`config.mk`:
```
export PLATFORM = sky130hd
export DESIGN_NAME = flow_dispatch
export DESIGN_NICKNAME = d
export VERILOG_FILES = /design/src/rtl/flow_dispatch.sv
export SDC_FILE = /design/constraint.sdc
export NUM_CORES = 1
export LEC_CHECK = 0
export BUFFER_PORTS_ARGS = -buffer_cell sky130_fd_sc_hd__buf_2
export CORE_MARGIN = 4
export CORE_UTILIZATION = 35
export DETAILED_ROUTE_END_ITERATION = 8
export GPL_TIMING_DRIVEN = 0
export PLACE_DENSITY_LB_ADDON = 0.25
export SLEW_MARGIN = 20
export SYNTH_ARGS = -nofsm -noshare
export SYNTH_HDL_FRONTEND = slang
export SYNTH_SLANG_ARGS = --single-unit
```
`constraint.sdc`:
```
create_clock -name clk -period 3.6 [get_ports clk]
set_input_delay 0.18 -clock clk [delete_from_list [all_inputs] [get_ports clk]]
set_output_delay 0.18 -clock clk [all_outputs]
set_load 0.05 [all_outputs]
```
`src/rtl/flow_dispatch.sv`:
```
module flow_dispatch #(
  parameter int HDR_W  = 16,
  parameter int KEY_W  = 32,
  parameter int NQ     = 4,
  parameter int DEPTH  = 4,
  parameter int TAG_W  = 4,
  parameter int DROP_W = 8
) (
  input  logic                clk,
  input  logic                rst_n,
  input  logic                in_valid,
  input  logic [HDR_W-1:0]    in_hdr,
  input  logic [KEY_W-1:0]    in_key,
  input  logic [NQ-1:0]       pop,
  output logic [NQ*HDR_W-1:0] head_hdr,
  output logic [NQ*KEY_W-1:0] head_key,
  output logic [NQ*TAG_W-1:0] head_tag,
  output logic [NQ-1:0]       not_empty,
  output logic [DROP_W-1:0]   drop_count
);
  localparam int QB = $clog2(NQ);
  localparam int HB = QB + TAG_W;
  localparam int PW = (DEPTH > 1) ? $clog2(DEPTH) : 1;
  localparam int CW = $clog2(DEPTH + 1);
  localparam int EW = TAG_W + KEY_W + HDR_W;

  function automatic logic [HB-1:0] key_hash(input logic [KEY_W-1:0] k);
    logic [15:0] c;
    c = 16'hFFFF;
    for (int i = KEY_W - 1; i >= 0; i--)
      c = (c[15] ^ k[i]) ? ({c[14:0], 1'b0} ^ 16'h1021) : {c[14:0], 1'b0};
    return c[HB-1:0];
  endfunction

  wire [HB-1:0]    hval  = key_hash(in_key);
  wire [QB-1:0]    qsel  = hval[QB-1:0];
  wire [EW-1:0]    entry = {hval[HB-1:QB], in_key, in_hdr};
  logic [NQ-1:0]   lost;
  logic [NQ*CW-1:0] occ;

  for (genvar g = 0; g < NQ; g++) begin : g_q
    logic [EW-1:0] mem [DEPTH];
    logic [PW-1:0] wp, rp;
    logic [CW-1:0] cnt;
    wire hit  = in_valid && (qsel == QB'(g));
    wire full = (cnt == CW'(DEPTH));
    wire take = pop[g] && (cnt != '0);
    wire put  = hit && (!full || take);

    assign lost[g] = hit && full && !take;

    always_ff @(posedge clk or negedge rst_n) begin
      if (!rst_n) begin
        wp  <= '0;
        rp  <= '0;
        cnt <= '0;
      end else begin
        if (put)  wp <= (wp == PW'(DEPTH - 1)) ? '0 : wp + 1'b1;
        if (take) rp <= (rp == PW'(DEPTH - 1)) ? '0 : rp + 1'b1;
        cnt <= cnt + CW'(put) - CW'(take);
      end
    end

    always_ff @(posedge clk)
      if (put) mem[wp] <= entry;

    assign head_hdr[g*HDR_W +: HDR_W] = mem[rp][HDR_W-1:0];
    assign head_key[g*KEY_W +: KEY_W] = mem[rp][HDR_W +: KEY_W];
    assign head_tag[g*TAG_W +: TAG_W] = mem[rp][HDR_W+KEY_W +: TAG_W];
    assign not_empty[g]               = (cnt != '0);
    assign occ[g*CW +: CW]            = cnt;
  end

  always_ff @(posedge clk or negedge rst_n) begin
    if (!rst_n)                              drop_count <= '0;
    else if ((|lost) && (drop_count != '1))  drop_count <= drop_count + 1'b1;
  end
endmodule

```
# == Word level (Yosys, flattened, before mapping) ==
# Memory sizes are Yosys's and may differ from the RTL's.
# Index checks and enable logic that the tools add are counted.
# op_classes
n_addsub,17
n_eq_ne,16
n_mux,48
bitwise_logic,62
n_reduce_logical,39
# ops
cell,n
$mux W13,28
$not A3 Y3,27
$xor A1 B1 Y1,28
$logic_and A1 B1 Y1,21
$eq A2 B2 Y1 const B,10
$add A2 B1 Y2 const B,8
$mux W2,8
$add A3 B1 Y3,4
$eq A3 B3 Y1 const B,4
$reduce_bool A3 Y1,4
$sub A3 B1 Y3,4
$mux W1,11
$add A8 B1 Y8 const B,1
$logic_not A1 Y1,8
$ne A8 B8 Y1 const B,1
$mux W6,1
$logic_or A1 B1 Y1,4
$reduce_or A4 Y1,1
$not A1 Y1 const A,3
$xor A1 B1 Y1 const A,3
$eq A2 B1 Y1 const B,1
$logic_not A2 Y1,1
$not A2 Y2,1
# totals
reg_bits,36
ram_bits,832
input_bits,55
output_inout_bits,220
word_cells,199
memories,4
# mem_list
memory,depth,word_bits,rd,rd_ports_with_merged_regs,wr,line_no,text
g_q[0].mem,4,52,1,0,1,42,logic [EW-1:0] mem [DEPTH];
g_q[1].mem,4,52,1,0,1,42,
g_q[2].mem,4,52,1,0,1,42,
g_q[3].mem,4,52,1,0,1,42,

# == Depth between registers and ports, before layout ==
# logic_depth
word_depth,63
mapped_depth,13
mapped_depth_nobuf,13

# == Least setup slack after synthesis ==
# No wires, ideal clock.
# synth_path
path_kind,in2reg
startpoint,input port in_key[27]
endpoint,memory g_q[1].mem[1][0] in the netlist's numbering (enable)
setup_time_ps,415
arrival_ps,3213
t_required_ps,3185
path_slack_ps,-28
stages,5
path_buffers,0
cell_sequence,xnor3_1 -> xnor3_2 -> xnor3_1 -> nor3_1 -> and2_1
# synth_between
elab_chain_len,33
elab_cells_between_ends,53
classes_between,1 x eq/ne; 28 x mux; 22 x bitwise; 2 x reduce/logical
# synth_lines
element,line_no,text
from (decl),13,"input logic [KEY_W-1:0] in_key,"
$xor A1 B1 Y1 *,31,"c = (c[15] ^ k[i]) ? ({c[14:0], 1'b0} ^ 16'h1021) : {c[14:0], 1'b0};"
$mux W13 *,31,
$mux W13 (3 in series),31,
$mux W13 *,31,
$mux W13 / $not A3 Y3 (equally long branches),--,
$mux W13,31,
$not A3 Y3 (no line) / $mux W13 (equally long branches),--,
$mux W13,31,
[15 not listed],--,
$mux W13,31,
$xor A1 B1 Y1,31,
$mux W6 *,31,
$eq A2 B1 Y1 *,45,wire hit = in_valid && (qsel == QB'(g));
$logic_and A1 B1 Y1 *,45,
$logic_and A1 B1 Y1 *,48,wire put = hit && (!full || take);
$mux W1 *,65,if (put) mem[wp] <= entry;
$mux W1 (implied by the code) *,65,
to (decl),42,
# Every way passes the cells marked *; elsewhere a longest branch is shown, timed or not.

# == Final worst setup path ==
# layout_path
startpoint,input port in_key[13]
endpoint,register g_q[0].cnt[2]
# layout_between
elab_chain_len,14
# layout_lines
element,line_no,text
$xor A1 B1 Y1,31,
$mux W13,31,
$xor A1 B1 Y1,31,
$mux W13,31,
$xor A1 B1 Y1,31,
$mux W13,31,
$xor A1 B1 Y1,31,
$mux W1,31,
$mux W6,31,
$logic_not A2 Y1,45,
$logic_and A1 B1 Y1,45,
$logic_and A1 B1 Y1,48,
$add A3 B1 Y3,60,cnt <= cnt + CW'(put) - CW'(take);
$sub A3 B1 Y3,60,
to (signal assigned),60,
to (decl),44,logic [CW-1:0] cnt;
# No other way between the ends.
# A chain may end at the register's enable or synchronous reset.

==> metrics.md <==
| Metric | Value |
|---|---|
| Outcome | finished clean |
| Worst hold path type | in2async |
| First-pass GRT wire length | 115600 um |
| Overflow after GRT | 0 |
| Area share of the largest cell type after synthesis | 0.7699 |
| Average wire per standard cell | 26.10 um |
| Critical setup path kind | in2reg |
| Slew Viols, Final | 0 |
| CP Max Fanout | 18 |
| Mapped Area | about 32000 um2 |
| Skew final | roughly 0.018 ns |
| Vias in the first global route | around 16000 |
| Max cap viols | 0 |
| Die Wd | ~310 um |
| Rel. slew slack | 0.2834 |
| 1st-iter DRT viols | between 1000 and 1500 |
| Die ar. | 97660 um2 |
| Worst R2R End | g_q[1].cnt[2] |
| Multi-input logic area | ~6400 um2 |
| Final Hold Viols | 0 |
| Initial Utilization | 0.3535 |
| Num ports | about 280 |
| Commonest non-fill, non-tap cell in the layout | edfxtp_1 |
| Via/cell ratio | slightly below 5 |
| Nets | between 1500 and 2000 |
| Routed vias | between 15000 and 20000 |
| IO buf count | between 200 and 300 |
| FFs w/ async S/R, synth | 0.04147 |
| DRT Wirelength | ~80000 um |
| Post-synthesis register bit count | a little under 900 |
| Synth cell types | 31 |
| Clk root buf | clkbuf_16 |
| Post-DP HPWL | about 50000 um |
| Required time of the critical path | about 4.1 ns |
| CORE AREA | 91800 um2 |
| Rows | around 110 |
| Static leakage | 0.01316 uW |
| TritonCTS clock tree | yes |
| Setup TNS | 0 ns |
| Initial antenna violation count | 5 |
| Syn avg cell area | between 20 and 25 um2 |
| Part of the cycle the worst path needs | 0.9974 |
| Register area share after synthesis | 0.7976 |
| Final GP Congestion | roughly 0.7 |
| Worst Tran Pin Value | 1.075 ns |
| Power per cell area | between 900 and 1000 nW/um2 |
| Die height | 312.5 um |
| Register Area | approximately 26000 um2 |
| FMAX | between 200 and 300 MHz |
| Area contributors post-synth | edfxtp_1 (77%), mux4_2 (15%), dfrtp_1 (2.8%) |
| Commonest cells after routing, fill and taps aside | edfxtp_1 (832), buf_2 (278), mux4_2 (209) |
| Post-synth EDFFs | 832 |
| Layout area overhead | 21.35% |
| Yosys top cell by area | edfxtp_1 |
| DRC | 0 |
| Worst R2R Setup Slack | between 1 and 1.5 ns |
| Post-synth net total | around 1400 |
| First-pass DRT Iterations | 4 |
| Total track usage | 0.1645 |
| Max H-tree Level | 3 |
| Peak VDD IR | just over 600 uV |
| Fin util | 0.4290 |
| Startpoint Class | primary input |
| Final min period | 3.591 ns |
| # setup viols final | 0 |
| Crit path from | in_key[13] |
| Filler cells | a little under 8000 |
| Clk buf depth | 3 |
| CTS buffer count | 95 |
| Clock Latency Late Sink | 0.65 ns |
| Worst Path Arrival | about 4 ns |
| CTS clk-pin slew, worst paths | approximately 0.060 ns |
| Share of cells above drive strength 1 | 0.3738 |
| Register-to-Register Path Depth | 8 |
| Sink Count | 868 |
| CP endpoint | g_q[0].cnt[2] |
| R2R Path Start | g_q[1].cnt[2] |
| Antenna-violating nets left | 0 |
| Ys flop type | edfxtp_1 |
| Syn Inst Count | about 1300 |
| Largest net degree at the start of global routing | 37 |
| Syn. warnings | 0 |
| Critical Path Sink Type | flop |
| RSZ-0062 raised after global routing | true |
==> kinds of logic after synthesis <==
group,synth area share
multiplexers,0.1496
AO/OA/AOI/OAI,0.001735
buffers and inverters,0.008906
AND/OR/NAND/NOR,0.01041
flip-flops,0.7976
adder cells (fa/ha/maj),0.01365
XOR/XNOR,0.01812
==> area by class of cell <==
| cell class | count | area share |
|---|---|---|
| Clock buffer | 120 | 0.06408 |
| Timing Repair Buffer | 344 | 0.05820 |
| Antenna cell | 4 | 0.0002542 |
| Buffer | 48 | 0.005782 |
| Multi-Input combinational cell | 376 | 0.1615 |
| Tap cell | 1243 | 0.03949 |
| Sequential cell | 868 | 0.6573 |
| Inverter | 29 | 0.002764 |
| Clock inverter | 50 | 0.01068 |
==> how the worst min path moves through the flow <==
stage	cells after the start	slack, ns	to	start
2_1_floorplan	0	-0.12	drop_count[0]	rst_n
3_3_place_gp	1	0.35	g_q[1].cnt[0]	rst_n
3_5_place_dp	1	0.36	g_q[1].cnt[0]	rst_n
4_1_cts	2	0.18	g_q[1].cnt[0]	rst_n
5_1_grt	2	0.28	g_q[1].cnt[0]	rst_n
6_report	2	0.19	g_q[1].cnt[0]	rst_n
==> critical path, cell delays in order <==
cell and delay, ns:
dlygate4sd3_1 0.53, buf_2 0.32, xnor3_1 0.28, xnor3_1 0.24, xnor2_1 0.57, nand2_1 0.16, nor3_1 0.64, inv_1 0.11
ha_1 0.30, inv_1 0.04, ha_1 0.19, fa_1 0.41, xnor2_1 0.14
==> synth_stat cells (2+ instances only) <==
cell type  number
and3_1          4
nand4_1         3
and2_1         16
dfrtp_1        36
buf_1          22
ha_1           29
nor2b_1         2
xor2_1          8
nand3_1         2
nand2_1         6
nor2_1          4
a21o_1          4
nor3_1          8
xnor2_1        41
xnor3_1         6
edfxtp_1      832
a31oi_1         2
nor4b_1         4
clkbuf_1       26
and4_1          2
fa_1            4
mux4_2        209
mux2_2         12
or3_1           4
inv_1          29
==> registers in the layout, indices dropped and copies added (netlist names) <==
name and cells:
g_q.rp 8, g_q.wp 8, g_q.mem 832, drop_count 8
g_q.cnt 12
==> metal layers <==
| metal | GRT usage | routed length, um | vias up | share of wire |
|---|---|---|---|---|
| li1 | - | - | 6448 | - |
| met1 | 0.2183 | 34030 | 8142 | 0.42 |
| met2 | 0.2753 | 40140 | 420 | 0.50 |
| met3 | 0.03601 | 4321 | 107 | 0.054 |
| met4 | 0.04580 | 1931 | 2 | 0.024 |
| met5 | 0 | 20 | - | 0.00025 |
==> stage by stage <==
step | cells | total power (uW) | cell area (um2) | hold WS, ns | setup slack, ns
final | 3082 | 35990 | 39380 | 0.1942 | 0.009236
after global routing | 3078 | 37570 | 39370 | 0.2781 | -0.1778
after CTS | 3078 | 36640 | 39350 | 0.1816 | 0.02191
after detailed placement | 2854 | 27270 | 35830 | 0.3586 | -0.5128
after global placement | 2838 | 26940 | 35390 | 0.3478 | -2.461
after floorplan | 1321 | 22930 | 32460 | -0.1156 | 0.06198
==> where the power goes <==
| group | internal [uW] | leakage (uW) | switching (uW) |
|---|---|---|---|
| clock | 5320 | 0.00145 | 3880 |
| sequential | 12600 | 0.00795 | 332 |
| combinational | 3990 | 0.00376 | 9910 |
| total | 21900 | 0.0132 | 14100 |
==> what timing repair did <==
action | in CTS | in global routing
setup endpoints to repair | 61 | 349
setup buffers | 0 | 0
resized for setup | 11 | 2
endpoints found under the hold margin | 816 | 0
hold buffers | 54 | 0
Power figures use the tool's default switching activity.
